File: config.mk
export PLATFORM = sky130hd
export DESIGN_NAME = scr_start_ctrl
export DESIGN_NICKNAME = d
export VERILOG_FILES = /design/src/rtl/scr_pkg.sv /design/src/rtl/scr_regs.sv /design/src/rtl/scr_seq.sv /design/src/rtl/scr_irq.sv /design/src/rtl/scr_start_ctrl.sv
export SDC_FILE = /design/constraint.sdc
export NUM_CORES = 1
export LEC_CHECK = 0
export BUFFER_PORTS_ARGS = -buffer_cell sky130_fd_sc_hd__buf_2
export CAP_MARGIN = 40
export CORE_MARGIN = 4
export CORE_UTILIZATION = 44
export DETAILED_ROUTE_END_ITERATION = 10
export GPL_TIMING_DRIVEN = 0
export HOLD_SLACK_MARGIN = 0.12
export PLACE_DENSITY = 0.77
export SLEW_MARGIN = 25
export SYNTH_ARGS = -nofsm -noshare
export SYNTH_HDL_FRONTEND = slang
export SYNTH_SLANG_ARGS = --single-unit
File: constraint.sdc
create_clock -name clk -period 1.6 [get_ports clk]
set_input_delay 0.16 -clock clk [delete_from_list [all_inputs] [get_ports clk]]
set_output_delay 0.16 -clock clk [all_outputs]
set_load 0.005 [all_outputs]
File: src/rtl/scr_pkg.sv
`timescale 1ns/1ps
package scr_pkg;

    localparam int REG_AW = 2;

    typedef enum logic [REG_AW-1:0] {
        RA_CTRL = 2'd0,
        RA_MODE = 2'd1,
        RA_STEP = 2'd2,
        RA_PTR  = 2'd3
    } reg_addr_e;

    localparam int CTRL_W       = 4;
    localparam int CTRL_COMPAT  = 0;
    localparam int CTRL_IRQ_DIS = 1;
    localparam int CTRL_START   = 2;
    localparam int CTRL_DRIVE   = 3;
    localparam int MODE_MANUAL  = 0;
    localparam int STEP_ENABLE  = 4;

    // packed MSB first: bit3 drive, bit2 start, bit1 mask, bit0 compat
    typedef struct packed {
        logic drive_both;
        logic start;
        logic irq_dis;
        logic compat;
    } ctrl_t;

    typedef struct packed {
        logic manual;
        logic step;
    } mode_t;

    typedef enum logic [1:0] {
        SQ_IDLE  = 2'd0,
        SQ_FETCH = 2'd1,
        SQ_WAIT  = 2'd2
    } seq_state_e;

    function automatic logic access_ok(input logic by_engine, input logic busy);
        return by_engine || !busy;
    endfunction

    function automatic logic free_running(input mode_t m);
        return !m.manual && !m.step;
    endfunction

endpackage

File: src/rtl/scr_regs.sv
`timescale 1ns/1ps
module scr_regs
    import scr_pkg::*;
#(
    parameter int DATA_W      = 32,
    parameter int PTR_W       = 32,
    parameter int INSTR_BYTES = 8
) (
    input  logic                    clk,
    input  logic                    rst,
    input  logic                    soft_rst,
    input  logic                    wr_en,
    input  logic [REG_AW-1:0]       wr_addr,
    input  logic [DATA_W-1:0]       wr_data,
    input  logic                    wr_eng,
    input  logic [REG_AW-1:0]       rd_addr,
    input  logic                    rd_eng,
    output logic [DATA_W-1:0]       rd_data,
    input  logic                    busy,
    input  logic                    ptr_inc,
    output logic                    start_o,
    output logic                    irq_dis_o,
    output logic                    drive_both_o,
    output mode_t                   mode_o,
    output logic [PTR_W-1:0]        ptr_o,
    output logic                    ptr_wr_o
);

    localparam logic [PTR_W-1:0] PTR_STEP = PTR_W'(INSTR_BYTES);

    ctrl_t            ctrl_q;
    mode_t            mode_q;
    logic [PTR_W-1:0] ptr_q;
    logic             ptr_wr_q;
    logic [DATA_W-1:0] ptr_rd;

    reg_addr_e wa;
    reg_addr_e ra;
    logic      wr_ok;
    logic      start_wr;

    assign wa       = reg_addr_e'(wr_addr);
    assign ra       = reg_addr_e'(rd_addr);
    assign wr_ok    = wr_en && access_ok(wr_eng, busy);
    assign start_wr = wr_ok && (wa == RA_CTRL) && wr_data[CTRL_START];

    always_ff @(posedge clk) begin
        if (rst) begin
            ctrl_q   <= '0;
            mode_q   <= '0;
            ptr_q    <= '0;
            ptr_wr_q <= 1'b0;
        end else if (soft_rst) begin
            ctrl_q.drive_both <= 1'b0;
            ctrl_q.start      <= 1'b0;
            ctrl_q.irq_dis    <= 1'b0;
            mode_q            <= '0;
            ptr_wr_q          <= 1'b0;
        end else begin
            ctrl_q.start <= start_wr;
            ptr_wr_q     <= wr_ok && (wa == RA_PTR);
            if (wr_ok) begin
                unique case (wa)
                    RA_CTRL: begin
                        ctrl_q.compat     <= wr_data[CTRL_COMPAT];
                        ctrl_q.irq_dis    <= wr_data[CTRL_IRQ_DIS];
                        ctrl_q.drive_both <= wr_data[CTRL_DRIVE];
                    end
                    RA_MODE: mode_q.manual <= wr_data[MODE_MANUAL];
                    RA_STEP: mode_q.step   <= wr_data[STEP_ENABLE];
                    RA_PTR:  ptr_q         <= wr_data[PTR_W-1:0];
                    default: ;
                endcase
            end
            if (ptr_inc && !(wr_ok && wa == RA_PTR)) begin
                ptr_q <= ptr_q + PTR_STEP;
            end
        end
    end

    generate
        if (PTR_W < DATA_W) begin : g_ptr_ext
            assign ptr_rd = {{(DATA_W-PTR_W){1'b0}}, ptr_q};
        end else begin : g_ptr_full
            assign ptr_rd = ptr_q;
        end
    endgenerate

    always_comb begin
        rd_data = '0;
        if (access_ok(rd_eng, busy)) begin
            unique case (ra)
                RA_CTRL: rd_data[CTRL_W-1:0]  = ctrl_q;
                RA_MODE: rd_data[MODE_MANUAL] = mode_q.manual;
                RA_STEP: rd_data[STEP_ENABLE] = mode_q.step;
                RA_PTR:  rd_data              = ptr_rd;
                default: rd_data              = '0;
            endcase
        end
    end

    assign start_o      = ctrl_q.start;
    assign irq_dis_o    = ctrl_q.irq_dis;
    assign drive_both_o = ctrl_q.drive_both;
    assign mode_o       = mode_q;
    assign ptr_o        = ptr_q;
    assign ptr_wr_o     = ptr_wr_q;

    AST_START_SELFCLR: assert property (@(posedge clk) disable iff (rst)
        (ctrl_q.start && !start_wr) |=> !ctrl_q.start);

    AST_HOST_LOCKED: assert property (@(posedge clk) disable iff (rst)
        (wr_en && !wr_eng && busy && !soft_rst) |=>
        (ctrl_q.compat == $past(ctrl_q.compat) && ctrl_q.irq_dis == $past(ctrl_q.irq_dis)
         && ctrl_q.drive_both == $past(ctrl_q.drive_both) && mode_q == $past(mode_q)));

    AST_COMPAT_KEEP: assert property (@(posedge clk) disable iff (rst)
        soft_rst |=> (ctrl_q.compat == $past(ctrl_q.compat) && mode_q == '0
                      && !ctrl_q.irq_dis && !ctrl_q.drive_both));

endmodule

File: src/rtl/scr_seq.sv
`timescale 1ns/1ps
module scr_seq
    import scr_pkg::*;
(
    input  logic  clk,
    input  logic  rst,
    input  logic  soft_rst,
    input  logic  start,
    input  logic  ptr_wr,
    input  mode_t mode,
    input  logic  instr_done,
    input  logic  instr_int,
    output logic  fetch_req,
    output logic  busy,
    output logic  ptr_inc,
    output logic  step_set,
    output logic  int_set
);

    seq_state_e state_q;
    seq_state_e state_d;

    always_comb begin
        state_d  = state_q;
        ptr_inc  = 1'b0;
        step_set = 1'b0;
        int_set  = 1'b0;
        unique case (state_q)
            SQ_IDLE: begin
                if (start || (ptr_wr && free_running(mode))) begin
                    state_d = SQ_FETCH;
                end
            end
            SQ_FETCH: state_d = SQ_WAIT;
            SQ_WAIT: begin
                if (instr_done) begin
                    ptr_inc = 1'b1;
                    if (instr_int) begin
                        int_set = 1'b1;
                        state_d = SQ_IDLE;
                    end else if (mode.step) begin
                        step_set = 1'b1;
                        state_d  = SQ_IDLE;
                    end else begin
                        state_d = SQ_FETCH;
                    end
                end
            end
            default: state_d = SQ_IDLE;
        endcase
    end

    always_ff @(posedge clk) begin
        if (rst || soft_rst) begin
            state_q <= SQ_IDLE;
        end else begin
            state_q <= state_d;
        end
    end

    assign fetch_req = (state_q == SQ_FETCH);
    assign busy      = (state_q != SQ_IDLE);

    AST_FETCH_ONE: assert property (@(posedge clk) disable iff (rst)
        fetch_req |=> !fetch_req);

    AST_MANUAL_HOLD: assert property (@(posedge clk) disable iff (rst)
        (state_q == SQ_IDLE && ptr_wr && mode.manual && !start) |=> !fetch_req);

    AST_STEP_HALT: assert property (@(posedge clk) disable iff (rst)
        (state_q == SQ_WAIT && instr_done && mode.step && !soft_rst) |=> !busy);

    AST_RUN_ON: assert property (@(posedge clk) disable iff (rst)
        (state_q == SQ_WAIT && instr_done && !instr_int && !mode.step && !soft_rst) |=> fetch_req);

endmodule

File: src/rtl/scr_irq.sv
`timescale 1ns/1ps
module scr_irq (
    input  logic clk,
    input  logic rst,
    input  logic soft_rst,
    input  logic step_set,
    input  logic int_set,
    input  logic irq_ack,
    input  logic irq_dis,
    input  logic drive_both,
    output logic pin,
    output logic pin_oe
);

    logic pending_q;
    logic active;

    always_ff @(posedge clk) begin
        if (rst || soft_rst) begin
            pending_q <= 1'b0;
        end else if (step_set || int_set) begin
            pending_q <= 1'b1;
        end else if (irq_ack) begin
            pending_q <= 1'b0;
        end
    end

    assign active = pending_q && !irq_dis;

    always_comb begin
        if (drive_both) begin
            pin_oe = 1'b1;
            pin    = !active;
        end else begin
            pin_oe = active;
            pin    = 1'b0;
        end
    end

    AST_SET_PEND: assert property (@(posedge clk) disable iff (rst)
        ((step_set || int_set) && !soft_rst) |=> pending_q);

    AST_ACK_CLEARS: assert property (@(posedge clk) disable iff (rst)
        (irq_ack && !step_set && !int_set) |=> !pending_q);

    AST_MASKED: assert property (@(posedge clk) disable iff (rst)
        irq_dis |-> (!pin_oe || pin));

    AST_OD_LOW: assert property (@(posedge clk) disable iff (rst)
        !drive_both |-> !pin);

endmodule

File: src/rtl/scr_start_ctrl.sv
`timescale 1ns/1ps
module scr_start_ctrl
    import scr_pkg::*;
#(
    parameter int DATA_W      = 32,
    parameter int PTR_W       = 32,
    parameter int INSTR_BYTES = 8
) (
    input  logic              clk,
    input  logic              rst,
    input  logic              soft_rst,
    input  logic              reg_wr_en,
    input  logic [1:0]        reg_wr_addr,
    input  logic [DATA_W-1:0] reg_wr_data,
    input  logic              reg_wr_by_engine,
    input  logic [1:0]        reg_rd_addr,
    input  logic              reg_rd_by_engine,
    output logic [DATA_W-1:0] reg_rd_data,
    input  logic              instr_done,
    input  logic              instr_int,
    input  logic              irq_ack,
    output logic              fetch_req,
    output logic [PTR_W-1:0]  fetch_addr,
    output logic              engine_busy,
    output logic              irq_pin,
    output logic              irq_pin_oe
);

    logic  start_w;
    logic  irq_dis_w;
    logic  drive_w;
    mode_t mode_w;
    logic  ptr_wr_w;
    logic  ptr_inc_w;
    logic  step_set_w;
    logic  int_set_w;
    logic  busy_w;

    scr_regs #(
        .DATA_W      (DATA_W),
        .PTR_W       (PTR_W),
        .INSTR_BYTES (INSTR_BYTES)
    ) regs_i (
        .clk          (clk),
        .rst          (rst),
        .soft_rst     (soft_rst),
        .wr_en        (reg_wr_en),
        .wr_addr      (reg_wr_addr),
        .wr_data      (reg_wr_data),
        .wr_eng       (reg_wr_by_engine),
        .rd_addr      (reg_rd_addr),
        .rd_eng       (reg_rd_by_engine),
        .rd_data      (reg_rd_data),
        .busy         (busy_w),
        .ptr_inc      (ptr_inc_w),
        .start_o      (start_w),
        .irq_dis_o    (irq_dis_w),
        .drive_both_o (drive_w),
        .mode_o       (mode_w),
        .ptr_o        (fetch_addr),
        .ptr_wr_o     (ptr_wr_w)
    );

    scr_seq seq_i (
        .clk        (clk),
        .rst        (rst),
        .soft_rst   (soft_rst),
        .start      (start_w),
        .ptr_wr     (ptr_wr_w),
        .mode       (mode_w),
        .instr_done (instr_done),
        .instr_int  (instr_int),
        .fetch_req  (fetch_req),
        .busy       (busy_w),
        .ptr_inc    (ptr_inc_w),
        .step_set   (step_set_w),
        .int_set    (int_set_w)
    );

    scr_irq irq_i (
        .clk        (clk),
        .rst        (rst),
        .soft_rst   (soft_rst),
        .step_set   (step_set_w),
        .int_set    (int_set_w),
        .irq_ack    (irq_ack),
        .irq_dis    (irq_dis_w),
        .drive_both (drive_w),
        .pin        (irq_pin),
        .pin_oe     (irq_pin_oe)
    );

    assign engine_busy = busy_w;

endmodule

# Word level (Yosys, flattened, before mapping)
# Index checks and enable logic that the tools add are counted.
dict set report classes {
  addsub 1
  reduce_logical 33
  multipliers 0
  n_eq_ne 10
  bitwise_logic 1
  mux 26
  n_div 0
  shift 0
  n_lt_le_gt_ge 0
}
# operator n
set ops {}
lappend ops {{$mux 32} 4}
lappend ops {{$add 32x4->32 const B} 1}
lappend ops {{$mux 27} 1}
lappend ops {{$mux 1} 14}
lappend ops {{$eq 2x2->1 const B} 5}
lappend ops {{$logic_and 1x1->1} 8}
lappend ops {{$reduce_and 2->1} 4}
lappend ops {{$reduce_bool 2->1} 4}
lappend ops {{$eq 2x1->1 const B} 3}
lappend ops {{$logic_not 1->1} 6}
lappend ops {{$logic_not 2->1} 3}
lappend ops {{$mux 2} 3}
lappend ops {{$pmux 2 s3} 1}
lappend ops {{$pmux 3 s2} 1}
lappend ops {{$reduce_and 3->1} 2}
lappend ops {{$logic_or 1x1->1} 5}
lappend ops {{$pmux 1 s3} 1}
lappend ops {{$ne 2x1->1 const B} 1}
lappend ops {{$ne 2x2->1 const B} 1}
lappend ops {{$pmux 1 s2} 1}
lappend ops {{$reduce_or 2->1} 1}
lappend ops {{$not 1->1} 1}
dict set report word_totals {
  in_bits 45
  word_cells 81
  reg_bits 42
  mem_bits_ro 0
  ramBits 0
  latch_bits 0
  mem_count 0
  out_inout_bits 68
}

# Depth between registers and ports, before layout
# Gate-level depths: netlist (run 1).
dict set report depth {
  depth_word 9
  mapped_depth 7
  ltp_nobuf 6
}

# Hierarchy
# Synthesis (run 1) repeated with hierarchy kept, for this count alone.
dict set report hier_totals {
  cells_unflattened 363
  hier_area_um2 2777.7
}
# module area_per_inst_um2 seq_area_each_um2 instances cells_per_inst
set modules_own_cells {}
lappend modules_own_cells {scr_regs 2582.5 780.7 1 341}
lappend modules_own_cells {scr_seq 133.9 40.0 1 15}
lappend modules_own_cells {scr_irq 61.3 20.0 1 7}

# Worst setup path after synthesis (run 1)
# Ideal clock, no wire load.
dict set report synth_path {
  path_kind {flip-flop to flip-flop}
  start {reg regs_i.ptr_q[3] (netlist: regs_i.ptr_o[3])}
  end {reg regs_i.ptr_q[17] (netlist: regs_i.ptr_o[17])}
  setup_ns 0.136
  path_buffers 0
  setup_slack_ns -0.082
  synth_period_minus_slack_ns 1.682
  required_time_ns 1.464
  path_stages_with_launch 7
  t_arrival_ns 1.547
  cell_sequence {dfxtp_1 -> ha_1 -> and2_0 -> nand4_1 -> or3_1 -> o21ai_1 -> a211oi_1}
}
dict set report synth_via {
  elab_chain_cells 2
}
# item line_no
set synth_rtl {}
lappend synth_rtl {{start, declared} scr_regs.sv:33} ;# logic [PTR_W-1:0] ptr_q;
lappend synth_rtl {{start signal, assigned} scr_regs.sv:71} ;# RA_PTR: ptr_q <= wr_data[PTR_W-1:0];
lappend synth_rtl {{start signal, assigned} scr_regs.sv:76} ;# ptr_q <= ptr_q + PTR_STEP;
lappend synth_rtl {{$add 32x4->32} scr_regs.sv:76}
lappend synth_rtl {{$mux 32} scr_regs.sv:75} ;# if (ptr_inc && !(wr_ok && wa == RA_PTR)) begin
# Every way passes these cells.
# A chain may end at the register's enable or synchronous reset.

# Worst setup path after layout (run 1)
dict set report layout_path {
  start {reg regs_i.ptr_q[3] (netlist: regs_i.ptr_o[3])}
  end {reg regs_i.ptr_q[31] (netlist: regs_i.ptr_o[31])}
}
# The elaborated chain is that of the path after synthesis.

==> qor.yml, run 1 <==
yosys:
  ys.flop_type: "dfxtp_1"
  ys_ff_latch: 42
  netlist_area_sq_um: 2780
  synth_warnings: 0
  synth_nets: 413
  syn_inst: 363
  ys_seq_area_frac: 0.302
  yosysUniqueCellTypes: 59
  syn_avg_cell_area_sq_um: 7.66
  synthArstFlopShare: 0
  synth-edff-count: 0
finish:
  nNetsFinal: 582
  num_antenna_cells: 0
  layout_commonest_cell: "buf_2"
  layout_common_cells: "95 x buf_2, 38 x buf_4, 34 x buf_6"
  layout-area-overhead-vs-synth_pct: 69.9
  drive_gt1_frac: 0.546
  instances_no_fill: 608
  fillCellCount: 374
timing:
  rsz0062_at_grt: "yes"
  layout_setup_ws_ns: -0.199
  setup_viol: 53
  slew_violations: 0
  finalHoldViolCount: 0
  fin_worst_skew_ns: 0.00862
  min_period_over_period: 1.12
  final.min_clock_period_ns: 1.80
  max_freq_mhz: 556
  relSlewSlack: 0.575
  tightest_slew_ns: 0.638
setup_path:
  cp-startpoint: "regs_i.ptr_o[3]"
  r2r_cells: 7
  r2r_setup_slack_ns: -0.20
  path_cells: "ha_4 > and2_4 > nand4_1 > buf_4 > o31ai_2 > a21oi_1 > nor3_1"
  cp-endpoint: "regs_i.ptr_o[31]"
  cp.buffers_inverters: 1
  cp_slowest_stage_delay_ns: 0.40
  cp.arrival_ns: 2.03
  cp_max_fo: 4
  crit_path_start_kind: "register"
  path_depth: 7
  critPathKind: "register to register"
  required_ns: 1.83
  r2r-end: "regs_i.ptr_o[31]"
  r2r_start: "regs_i.ptr_o[3]"
  cp-end-kind: "register"
  crit_family: "simple AND/OR/NAND/NOR gates"
  cp_slowest_cell: "dfxtp_4"
power_and_ir_drop:
  power_frac_comb: 0.187
  clkPwrFrac: 0.334
  seqPwrFrac: 0.479
  power_uw: 2290
  irDropWorstVdd_uv: 434
  powerDensity_nw_per_um2: 484
  netSwitchingPower_uw: 680
  leakagePower_uw: 0.00209
  swShare: 0.297
  internal-power_uw: 1610
global_routing:
  grt_util_all_layers: 0.281
  overflow: 0
  grt_max_degree: 13
  antenna_found_initial: 0
  grt_pass1_wl_mm: 17.0
  grt_pass1_vias: 3484
clocking:
  clock-sinks: 42
  cts_tree: "yes"
  cts_root_buf: "clkbuf_8"
  clockBufferDepth: 2
  path_clk_slew_ns: 0.08
  clock_latency_ns: 0.32
  htree_levels: 2
  numCtsBuffers: 5
floorplan:
  die_w_um: 87.5
  core_sq_um: 6030
  floorplan.die_area_sq_um: 7660
  start_util: 0.462
  ios: 113
  die_h_um: 87.5
  rows: 28
outcome:
  outcome: "finished, violations left"
  failed_checks: "setup timing"
placed_design:
  hpwl_mm: 7.14
  gp_congestion: 0.925
  portBuffers: 109
  dp.cells: 547
min_path:
  min_path_type: "input pin to register"
route:
  wl_mm: 14.1
  first_pass_iters: 6
  wl_per_cell_um: 23.3
  vias_per_cell: 6.74
  vias: 4097
  drt-initial-drc-count: 563
  drc: 0
  ant_nets: 0
run:
  maxCapViolations: 0
-- metrics by stage --
| stage | setup TNS [ns] | setup slack (ns) | util | instance area (sq um) | hold slack (ns) |
|---|---|---|---|---|---|
| 6_report | -4.53 | -0.199 | 0.784 | 4720 | 0.110 |
| 5_1_grt | -7.13 | -0.253 | 0.784 | 4720 | 0.110 |
| 4_1_cts | -3.08 | -0.135 | 0.675 | 4070 | 0.125 |
| 3_5_place_dp | -19.01 | -0.562 | 0.571 | 3440 | 0.429 |
| 3_3_place_gp | -16.58 | -0.509 | 0.571 | 3440 | 0.419 |
| 2_1_floorplan | -0.00942 | -0.00942 | - | 2800 | 0.296 |
-- power groups by stage --
stage	clock network [uW]	registers [uW]	logic, uW
after floorplan	0	1130	136
after global placement	0	1130	266
after detailed placement	0	1140	271
after CTS	730	1100	325
after global routing	821	1100	452
final	764	1100	427
-- Yosys cell counts, types with 8 or more instances --
| library cell | number | share of area |
|---|---|---|
| a21oi_1 | 28 | 0.050 |
| a22oi_1 | 8 | 0.022 |
| and2_1 | 32 | 0.072 |
| buf_2 | 12 | 0.022 |
| clkbuf_1 | 10 | 0.013 |
| dfxtp_1 | 42 | 0.30 |
| nand2_1 | 31 | 0.042 |
| nand4_1 | 8 | 0.018 |
| nor2_1 | 33 | 0.045 |
| nor3_1 | 20 | 0.036 |
| nor4_1 | 8 | 0.018 |
| o21ai_0 | 15 | 0.027 |
-- layer usage --
layer,global-route usage,wire [um],up-vias
li1,-,-,1692
met1,0.350,5010,1881
met2,0.454,6340,400
met3,0.0577,1820,124
met4,0.152,965,0
met5,0,0,-
-- layout make-up --
| type | count | area, sq um | share of cell area |
|---|---|---|---|
| Multi-Input combinational cell | 290 | 2220 | 0.470 |
| Inverter | 7 | 26.3 | 0.00556 |
| Clock inverter | 1 | 5.00 | 0.00106 |
| Timing Repair Buffer | 166 | 1200 | 0.253 |
| Clock buffer | 7 | 86.3 | 0.0183 |
| Buffer | 20 | 189 | 0.0400 |
| Tap cell | 75 | 93.8 | 0.0199 |
| Sequential cell | 42 | 908 | 0.192 |
-- state kept, by name, summed over array words and instances (netlist names) --
name	flops
regs_i.ptr_o	32
regs_i.mode_o	2
seq_i.state_q	2
irq_i.pending_q	1
regs_i.ctrl_q	1
regs_i.drive_both_o	1
regs_i.irq_dis_o	1
regs_i.ptr_wr_o	1
regs_i.start_o	1
-- worst reg2reg max path, cell delays in order (launching register included) --
cell and delay [ns]:
dfxtp_4 0.40, ha_4 0.14, and2_4 0.19, nand4_1 0.17, buf_4 0.22, o31ai_2 0.29
a21oi_1 0.11, nor3_1 0.20
-- how the worst min path moves through the flow --
stage	depth (start not counted)	from	to	slack, ns
after floorplan	2	reg_wr_data[0]	regs_i.ptr_o[0]	0.30
after global placement	2	reg_wr_data[2]	regs_i.start_o	0.42
after detailed placement	2	reg_wr_data[2]	regs_i.start_o	0.43
after CTS	3	reg_wr_data[0]	regs_i.ptr_o[0]	0.12
after global routing	3	irq_ack	irq_i.pending_q	0.11
final	3	reg_wr_data[0]	regs_i.ptr_o[0]	0.11
-- repair_timing --
action,4_1_cts,5_1_grt
endpoints found under the setup margin,58,64
gates cloned,3,4
gates resized for setup,86,116
pin swaps,21,36
hold buffers,0,2
setup buffers,31,25
endpoints found under the hold margin,0,2
-- kinds of logic after synthesis --
group / count (synthesis) / synth area share
flops: 42 / 0.302
compound gates: 104 / 0.256
mux: 6 / 0.0216
simple gates: 175 / 0.346
buf+inv: 31 / 0.0513
fa+ha+maj: 5 / 0.0225
Note: power is estimated with default switching activity, not from simulation.
==> run 2, diff against run 1 <==
--- a/config.mk
+++ b/config.mk
@@ -7,12 +7,14 @@
 export LEC_CHECK = 0
 export BUFFER_PORTS_ARGS = -buffer_cell sky130_fd_sc_hd__buf_2
 export CAP_MARGIN = 40
+export CELL_PAD_IN_SITES_DETAIL_PLACEMENT = 1
+export CELL_PAD_IN_SITES_GLOBAL_PLACEMENT = 2
 export CORE_MARGIN = 4
-export CORE_UTILIZATION = 44
+export CORE_UTILIZATION = 24
 export DETAILED_ROUTE_END_ITERATION = 10
 export GPL_TIMING_DRIVEN = 0
 export HOLD_SLACK_MARGIN = 0.12
-export PLACE_DENSITY = 0.77
+export PLACE_DENSITY_LB_ADDON = 0.1
 export SLEW_MARGIN = 25
 export SYNTH_ARGS = -nofsm -noshare
 export SYNTH_HDL_FRONTEND = slang
==> run 2 against run 1 <==
Fmax increased by 3.8%. The flow still finishes with violations (setup timing). Highest routed layer unchanged. Via count is 12% lower. Die area up 75%. Largest cell class unchanged. Utilization down 34 points. Flip-flop and latch count did not move. Worst setup slack better by 0.066 ns. Register-to-register slack improved by 0.07 ns. Hold slack better by 0.020 ns. Wire length is 1.9% lower. Largest power group is now clock. Combinational power grew 1%.
==> qor.yml, run 2 (synthesis results as in run 1) <==
outcome:
  outcome: "finished, violations left"  # unchanged
  failed_checks: "setup timing"  # unchanged
run:
  maxCapViolations: 0  # unchanged
setup_path:
  critPathKind: "register to register"  # unchanged
  cp.arrival_ns: 1.88  # was 2.03 ns
  r2r_start: "seq_i.state_q[0]"  # was regs_i.ptr_o[3]
  crit_path_start_kind: "register"  # unchanged
  cp-end-kind: "register"  # unchanged
  cp_max_fo: 8  # was 4
  r2r_setup_slack_ns: -0.13  # was -0.20 ns
  cp-startpoint: "seq_i.state_q[0]"  # was regs_i.ptr_o[3]
  required_ns: 1.75  # was 1.83 ns
finish:
  layout-area-overhead-vs-synth_pct: 81.7  # was 69.9%
  drive_gt1_frac: 0.562  # was 0.546
  instances_no_fill: 680  # was 608
  layout_commonest_cell: "buf_2"  # unchanged
  postLayoutCellArea_sq_um: 5050  # was 4720 sq um
  nNetsFinal: 586  # was 582
  fillCellCount: 1359  # was 374
  num_antenna_cells: 0  # unchanged
  layout_common_cells: "83 x buf_2, 43 x buf_6, 36 x buf_4"  # was 95 x buf_2, 38 x buf_4, 34 x buf_6
  largest_register_ffs: 32  # unchanged
timing:
  slew_violations: 0  # unchanged
  tightest_slew_ns: 0.697  # was 0.638 ns
  final.min_clock_period_ns: 1.73  # was 1.80 ns
  layout_setup_ws_ns: -0.133  # was -0.199 ns
  rsz0062_at_grt: "yes"  # unchanged
  hold_slack_ns: 0.130  # was 0.110 ns
  finalHoldViolCount: 0  # unchanged
  min_period_over_period: 1.08  # was 1.12
  fin_worst_skew_ns: 0.00673  # was 0.00862 ns
  relSlewSlack: 0.535  # was 0.575
  setup_viol: 48  # was 53
  fin_tns_setup_ns: -2.34  # was -4.53 ns
  max_freq_mhz: 577  # was 556 MHz
placed_design:
  place_area_sq_um: 3520  # was 3440 sq um
  hpwl_mm: 9.15  # was 7.14 mm
  gp_congestion: 0.796  # was 0.925
  dp.cells: 615  # was 547
  portBuffers: 109  # unchanged
route:
  ant_nets: 0  # unchanged
  wl_per_cell_um: 20.4  # was 23.3 um
  drt-initial-drc-count: 151  # was 563
  wl_mm: 13.9  # was 14.1 mm
  vias_per_cell: 5.30  # was 6.74
  vias: 3603  # was 4097
  drc: 0  # unchanged
  first_pass_iters: 4  # was 6
power_and_ir_drop:
  internal-power_uw: 1980  # was 1610 uW
  clkPwrFrac: 0.435  # was 0.334
  power_uw: 2700  # was 2290 uW
  seqPwrFrac: 0.405  # was 0.479
  powerDensity_nw_per_um2: 535  # was 484 nW/um^2
  power_frac_comb: 0.160  # was 0.187
  leakagePower_uw: 0.00212  # was 0.00209 uW
  netSwitchingPower_uw: 723  # was 680 uW
  irDropWorstVdd_uv: 371  # was 434 uV
  swShare: 0.267  # was 0.297
clocking:
  htree_levels: 2  # unchanged
  path_clk_slew_ns: 0.06  # was 0.08 ns
  clock-sinks: 42  # unchanged
  numCtsBuffers: 5  # unchanged
  clockBufferDepth: 2  # unchanged
  cts_root_buf: "clkbuf_16"  # was clkbuf_8
  clock_latency_ns: 0.30  # was 0.32 ns
  cts_tree: "yes"  # unchanged
floorplan:
  ios: 113  # unchanged
  die_w_um: 116  # was 87.5 um
  start_util: 0.245  # was 0.462
  core_sq_um: 11400  # was 6030 sq um
  die_h_um: 116  # was 87.5 um
  floorplan.die_area_sq_um: 13400  # was 7660 sq um
  rows: 39  # was 28
min_path:
  min_path_type: "input pin to register"  # unchanged
  min_from: "irq_ack"  # was reg_wr_data[0]
global_routing:
  overflow: 0  # unchanged
  grt_max_degree: 13  # unchanged
  grt_util_all_layers: 0.195  # was 0.281
  grt_pass1_vias: 3527  # was 3484
  grt_pass1_wl_mm: 20.1  # was 17.0 mm
  antenna_found_initial: 0  # unchanged
==> run 2: changes by cell type in the layout (fill, tap and decap cells not counted), sizes merged <==
| cell | delta |
|---|---|
| o22ai | +1 |
| dlygate4sd3 | -1 |
| clkinv | -1 |
| clkbuf | +5 |
==> run 2: area by class of cell <==
cell class	instances	area (sq um)	area share
repair buffers	167	1340	0.265
flip-flops and latches	42	911	0.180
plain buffers	22	243	0.0480
multi-input cells	291	2190	0.434
well taps	143	179	0.0354
inverters	7	26.3	0.00520
clock buffers	8	166	0.0329
==> run 2: final timing paths <==
kind,endpoint,cells past startpoint
worst max-delay path,regs_i.ptr_o[27],7
worst min-delay path,irq_i.pending_q,3
worst max register to register,regs_i.ptr_o[27],7
worst min register to register,irq_i.pending_q,2
==> run 2: per-stage QoR <==
stage | util | setup slack, ns
after floorplan | - | -0.00942
after global placement | 0.310 | -0.659
after detailed placement | 0.310 | -0.699
after CTS | 0.381 | -0.106
after global routing | 0.444 | -0.226
final | 0.444 | -0.133
==> run 2: worst max-delay path, stage by stage, from the launching register on <==
cell      delay (ns)
dfxtp_4         0.38
nand3b_1        0.22
buf_6           0.17
o22ai_4         0.28
nand4_1         0.17
buf_6           0.17
nor3_2          0.12
nor4_1          0.07
==> run 2: power by group through the flow <==
| stage | clock network, uW | registers [uW] | logic, uW |
|---|---|---|---|
| 4_1_cts | 1200 | 1100 | 366 |
| 3_3_place_gp | 0 | 1140 | 285 |
| 5_1_grt | 1230 | 1100 | 470 |
| 3_5_place_dp | 0 | 1140 | 290 |
| 2_1_floorplan | 0 | 1130 | 136 |
| 6_report | 1180 | 1100 | 433 |
==> run 2: timing repair <==
action / 4_1_cts / 5_1_grt
setup buffers: 30 / 20
hold buffers: 1 / 0
resized for setup: 95 / 116
gates cloned: 3 / 6
hold endpoints to repair: 2 / 0
endpoints found under the setup margin: 63 / 61
pin swaps: 22 / 39
==> run 2: per-layer routing <==
metal	part of all wire	vias to the layer above	routed length, um	track usage
met3	0.046	11	641	0.0298
met5	0	-	0	0
met4	0.0084	0	117	0.0449
met2	0.51	84	7010	0.332
met1	0.44	1803	6100	0.260
li1	-	1705	-	-
